$ cat src/rtl/pvw_pkg.sv
package pvw_pkg;

  localparam int OFF_W = 29;

  // Field split of a window offset, most significant field first.
  typedef struct packed {
    logic [7:0] bus;
    logic [4:0] dev;
    logic [2:0] fn;
    logic       page;
    logic [9:0] idx;
    logic [1:0] lane;
  } pvw_fields_t;

  function automatic pvw_fields_t pvw_split(logic [OFF_W-1:0] off);
    return pvw_fields_t'(off);
  endfunction

  // A well-formed access is a whole dword on a dword boundary.
  function automatic logic pvw_shape_ok(logic [2:0] len, logic [1:0] lane);
    return (len == 3'd4) && (lane == 2'd0);
  endfunction

  // Linear word position inside the backing store for an implemented slot.
  function automatic int pvw_word_index(pvw_fields_t f, int funcs, int rpp);
    return ((int'(f.dev) - 1) * funcs + int'(f.fn)) * 2 * rpp
           + int'(f.page) * rpp + int'(f.idx);
  endfunction

endpackage

$ cat src/rtl/pvw_decode.sv
module pvw_decode
  import pvw_pkg::*;
#(
  parameter int DEV_COUNT     = 2,
  parameter int FUNC_COUNT    = 2,
  parameter int REGS_PER_PAGE = 8,
  localparam int DEPTH = DEV_COUNT * FUNC_COUNT * 2 * REGS_PER_PAGE,
  localparam int IDX_W = (DEPTH > 1) ? $clog2(DEPTH) : 1
) (
  input  logic [OFF_W-1:0] addr,
  input  logic [2:0]       len,
  output logic             shape_bad,
  output logic             root_hit,
  output logic             slot_hit,
  output logic [IDX_W-1:0] word_idx
);

  pvw_fields_t f;
  logic bus_zero, dev_in, fn_in, idx_in;

  always_comb begin
    f         = pvw_split(addr);
    shape_bad = !pvw_shape_ok(len, f.lane);
    bus_zero  = (f.bus == 8'd0);
    root_hit  = bus_zero && (f.dev == 5'd0) && (f.fn == 3'd0);
    dev_in    = (f.dev != 5'd0) && (32'(f.dev) <= 32'(DEV_COUNT));
    fn_in     = 32'(f.fn) < 32'(FUNC_COUNT);
    idx_in    = 32'(f.idx) < 32'(REGS_PER_PAGE);
    slot_hit  = bus_zero && dev_in && fn_in && idx_in;
    word_idx  = slot_hit ? IDX_W'(pvw_word_index(f, FUNC_COUNT, REGS_PER_PAGE))
                         : '0;
  end

endmodule

$ cat src/rtl/pvw_store.sv
module pvw_store #(
  parameter int DEPTH = 64,
  parameter int IDX_W = 6
) (
  input  logic             clk,
  input  logic             rst_n,
  input  logic             we,
  input  logic [IDX_W-1:0] idx,
  input  logic [31:0]      wdata,
  output logic [31:0]      rdata
);

  logic [31:0] words [DEPTH];

  generate
    for (genvar g = 0; g < DEPTH; g++) begin : g_word
      always_ff @(posedge clk or negedge rst_n) begin
        if (!rst_n)                          words[g] <= '0;
        else if (we && (32'(idx) == 32'(g))) words[g] <= wdata;
      end
    end
  endgenerate

  assign rdata = words[idx];

endmodule

$ cat src/rtl/pvw_window.sv
module pvw_window #(
  parameter int DEV_COUNT     = 2,
  parameter int FUNC_COUNT    = 2,
  parameter int REGS_PER_PAGE = 8
) (
  input  logic        clk,
  input  logic        rst_n,
  input  logic        req_valid,
  input  logic        req_write,
  input  logic [28:0] req_addr,
  input  logic [2:0]  req_len,
  input  logic [31:0] req_wdata,
  output logic        rsp_valid,
  output logic [31:0] rsp_rdata,
  output logic        rsp_err
);

  localparam int DEPTH = DEV_COUNT * FUNC_COUNT * 2 * REGS_PER_PAGE;
  localparam int IDX_W = (DEPTH > 1) ? $clog2(DEPTH) : 1;

  logic             shape_bad, root_hit, slot_hit;
  logic [IDX_W-1:0] word_idx;
  logic [31:0]      store_rdata;

  // Named events for the checker.
  logic access_bad, store_we, read_hit;

  pvw_decode #(
    .DEV_COUNT    (DEV_COUNT),
    .FUNC_COUNT   (FUNC_COUNT),
    .REGS_PER_PAGE(REGS_PER_PAGE)
  ) u_decode (
    .addr     (req_addr),
    .len      (req_len),
    .shape_bad(shape_bad),
    .root_hit (root_hit),
    .slot_hit (slot_hit),
    .word_idx (word_idx)
  );

  assign access_bad = req_valid && shape_bad;
  assign store_we   = req_valid && req_write && !shape_bad && slot_hit && !root_hit;
  assign read_hit   = req_valid && !req_write && !shape_bad && slot_hit && !root_hit;

  pvw_store #(
    .DEPTH(DEPTH),
    .IDX_W(IDX_W)
  ) u_store (
    .clk  (clk),
    .rst_n(rst_n),
    .we   (store_we),
    .idx  (word_idx),
    .wdata(req_wdata),
    .rdata(store_rdata)
  );

  always_ff @(posedge clk or negedge rst_n) begin
    if (!rst_n) begin
      rsp_valid <= 1'b0;
      rsp_err   <= 1'b0;
      rsp_rdata <= '0;
    end else begin
      rsp_valid <= req_valid;
      rsp_err   <= access_bad;
      rsp_rdata <= read_hit ? store_rdata : 32'd0;
    end
  end

endmodule

$ cat config.mk
export PLATFORM = sky130hd
export DESIGN_NAME = pvw_window
export DESIGN_NICKNAME = d
export VERILOG_FILES = /design/src/rtl/pvw_pkg.sv /design/src/rtl/pvw_decode.sv /design/src/rtl/pvw_store.sv /design/src/rtl/pvw_window.sv
export SDC_FILE = /design/constraint.sdc
export NUM_CORES = 2
export LEC_CHECK = 0
export BUFFER_PORTS_ARGS = -buffer_cell sky130_fd_sc_hd__buf_4
export CAP_MARGIN = 5
export CORE_MARGIN = 2
export CORE_UTILIZATION = 65
export CTS_BUF_LIST = sky130_fd_sc_hd__clkbuf_8
export DETAILED_ROUTE_END_ITERATION = 10
export MAX_ROUTING_LAYER = met4
export PLACE_DENSITY = 0.87
export SLEW_MARGIN = 40
export SYNTH_ARGS = -nofsm -noshare
export SYNTH_HDL_FRONTEND = slang
export SYNTH_HIERARCHICAL = 1
export SYNTH_SLANG_ARGS = --single-unit
export TNS_END_PERCENT = 10
$ cat constraint.sdc
create_clock -name clk -period 2.6 [get_ports clk]
set_input_delay 0.52 -clock clk [delete_from_list [all_inputs] [get_ports clk]]
set_output_delay 0.52 -clock clk [all_outputs]
set_load 0.02 [all_outputs]
==> run metrics <==
status=finished with violations; failing checks=negative setup slack; Final Wtd Congestion=0.875; CTS root buf=clkbuf_8; Setup crit start kind=input pin; final worst-path setup slack=-615 ps; critical path class=in2reg; io pins=102; Clock Power Share=46.4%; number of global-route vias before repair=64600; CTS tree=built; Netlist Area Pre-Place=93200 um^2; Leak Pwr=53.6 nW; Logic pwr share=2.5%; Sw Ratio=23.4%; Seq pwr share=51.2%; drt drc=0; Reg2Reg Depth=6; Routed WL per cell=36.6 um; most frequent cells in the layout=dfrtp_1, mux2_2, mux4_2; fin nets=6330; reg2reg start=u_store/words[13]; initial DRC count=7944; clock-pin slew on the worst setup and hold paths=70 ps; Worst setup EP type=register; Pint=48.5 mW; fmax=311 MHz; Worst VDD drop=0.000505 V; max-cap viol count=0; ANT nets after route=0; RSZ-0062 raised after global routing=true; P_sw=14.8 mW; total gr overflow=0; Pwr Density=575 nW/um^2; initial antenna violation count=26; Die X=383 um; Area growth syn-to-layout=18.2%; synthesized area per cell=15.9 um^2; Worst Tran Pin Value=876 ps; WP data arrival=4120 ps; distinct cell type count after synthesis=39; Overall Global Routing Usage=41.1%; std cell rows=138; period utilization=124%; Critical Path RT=3500 ps; Die ar.=146000 um^2; fin util=77.6%; Worst Skew=87.4 ps; largest net degree at the start of global routing=123; Die H=383 um; port bufs=101; DP Worst Slack=-1490 ps; detailed-route via count=62200; max-slew violation count=0; first-pass iteration count of the detailed router=6; Setup Viol. Count Final=1654; RR Endpoint=rsp_rdata[13]; commonest non-fill, non-tap cell in the layout=dfrtp_1; via-per-instance ratio=7.39; Final Hold Fails=0; first-pass GRT wire length=429000 um; Clock Sinks=2082; Final HPWL DP=162000 um; Post-Synthesis Cells=5842; Worst R2R Setup Slack=190 ps; Num CTS Buffers=340; routed wire length=308000 um; Initial Util=65.6%; Max-slew headroom=41.6%; flops & latches, synth=2082; share of cells above drive strength 1=60.0%; Yosys warning total=6; Seq/Total Area, Yosys=55.9%; worst skew pair latency=1090 ps; clock buffer depth=4; Min-Delay Path Class=in2async; syn nets=5912; critical path fanouts, max=6; core region area=142000 um^2; Tmin final=3220 ps; H-tree levels=5
-- power by group through the flow --
| stage | Sequential [mW] | Clock [mW] | Combinational, mW |
|---|---|---|---|
| floorplan | 33.0 | 0 | 0.400 |
| global route | 32.4 | 30.9 | 1.71 |
| global placement | 33.0 | 0 | 1.46 |
| CTS | 32.4 | 29.0 | 1.52 |
| finish | 32.4 | 29.4 | 1.56 |
| detailed placement | 33.0 | 0 | 1.50 |
-- metal layers --
| layer | share of wire, % | track usage, % | wire (um) |
|---|---|---|---|
| met1 | 34 | 51.6 | 104000 |
| met2 | 45 | 59.5 | 139000 |
| met3 | 13 | 12.1 | 39500 |
| met4 | 8.3 | 25.0 | 25600 |
| met5 | 0 | - | 0 |
-- area by class of cell --
type                            instances  area [um^2]
Multi-Input combinational cell       3142        39800
Sequential cell                      2082        52100
Inverter                                3         11.3
Clock buffer                          429         5900
Antenna cell                           27         67.6
Timing Repair Buffer                  691         8910
Tap cell                             1890         2360
Clock inverter                        154          937
Fill cell                            6822        31800
-- cell usage after synthesis --
master    instances  area (um^2)
a21oi_1         128          641
a22oi_1         256         1920
and2_1            2         12.5
and3_1           32          200
and3_2            2         15.0
and3b_1           1         8.76
and4b_2           1         11.3
buf_1            87          327
buf_2           193          966
buf_4            14          105
buf_6            15          169
clkbuf_1        303         1140
clkbuf_2          3         15.0
dfrtp_1        2082        52100
fa_1              1         20.0
ha_1              1         12.5
inv_1             3         11.3
mux2_1          127         1430
mux2_2         1921        21600
mux4_2          512        11500
nand2_1          47          176
nand2b_1          7         43.8
nand3_1           8         40.0
nand3b_1          3         22.5
nand4_2           1         12.5
nor2_1           28          105
nor2b_1           2         12.5
nor2b_2           1         8.76
nor3_1            9         45.0
nor3_2            2         20.0
nor3b_1           1         7.51
nor3b_4           1         18.8
nor4_1            2         12.5
nor4_2            5         62.6
or2_2             2         12.5
or3b_2            1         8.76
or4_1            33          248
xnor2_1           4         35.0
xor2_1            1         8.76
-- repair_timing --
item,4_1_cts,5_1_grt
setup buffers,38,39
hold endpoints to repair,1094,0
gates cloned,11,10
pin swaps,56,48
gates resized for setup,191,128
hold buffers,4,0
endpoints found under the setup margin,32,341
-- per-stage QoR --
step | power [mW] | area (um^2) | std cells | TNS (ps) | hold WS, ps
global placement | 34.5 | 100000 | 7709 | -1504800 | 461
CTS | 63.0 | 109000 | 8346 | -3180 | 44.2
floorplan | 33.4 | 93600 | 5842 | -774090 | 224
finish | 63.3 | 110000 | 8418 | -170060 | 93.1
global route | 65.0 | 110000 | 8415 | -214280 | 87.2
detailed placement | 34.5 | 100000 | 7711 | -1530920 | 454
-- registers in the layout, summed over array words and instances (netlist names) --
register	cells
rsp_rdata	32
rsp_err	1
u_store/words	2048
rsp_valid	1
-- critical path, stage by stage --
cell and delay [ps]:
buf_6 110, nor4_4 480, nand4_4 170, nor3_4 190, buf_12 160, buf_8 110
buf_16 150, buf_4 150, buf_16 140, buf_4 140, mux4_2 550, a22oi_2 310
a21oi_2 190, or4_1 540, and3_4 170
-- logic make-up (layout without fill, tap and decap cells) --
| group | after synthesis | in the layout | synth area share [%] |
|---|---|---|---|
| buf+inv | 618 | 1277 | 2.93 |
| other cells | 0 | 27 | 0 |
| xor+xnor | 5 | 5 | 0.0470 |
| flops | 2082 | 2082 | 55.9 |
| fa+ha+maj | 2 | 2 | 0.0349 |
| compound gates | 384 | 384 | 2.75 |
| mux | 2560 | 2560 | 37.1 |
| simple gates | 191 | 191 | 1.19 |
-- worst max-delay path by stage --
| stage | cells after the start | start | slack [ps] | end |
|---|---|---|---|---|
| 2_1_floorplan | 11 | req_addr[20] | -600 | rsp_rdata[31] |
| 3_3_place_gp | 13 | req_addr[20] | -1440 | rsp_rdata[16] |
| 3_5_place_dp | 13 | req_addr[10] | -1490 | rsp_rdata[16] |
| 4_1_cts | 15 | req_addr[23] | -150 | rsp_rdata[16] |
| 5_1_grt | 15 | req_addr[26] | -560 | rsp_rdata[26] |
| 6_report | 15 | req_addr[26] | -620 | rsp_rdata[16] |
(Power assumes the default switching activity.)
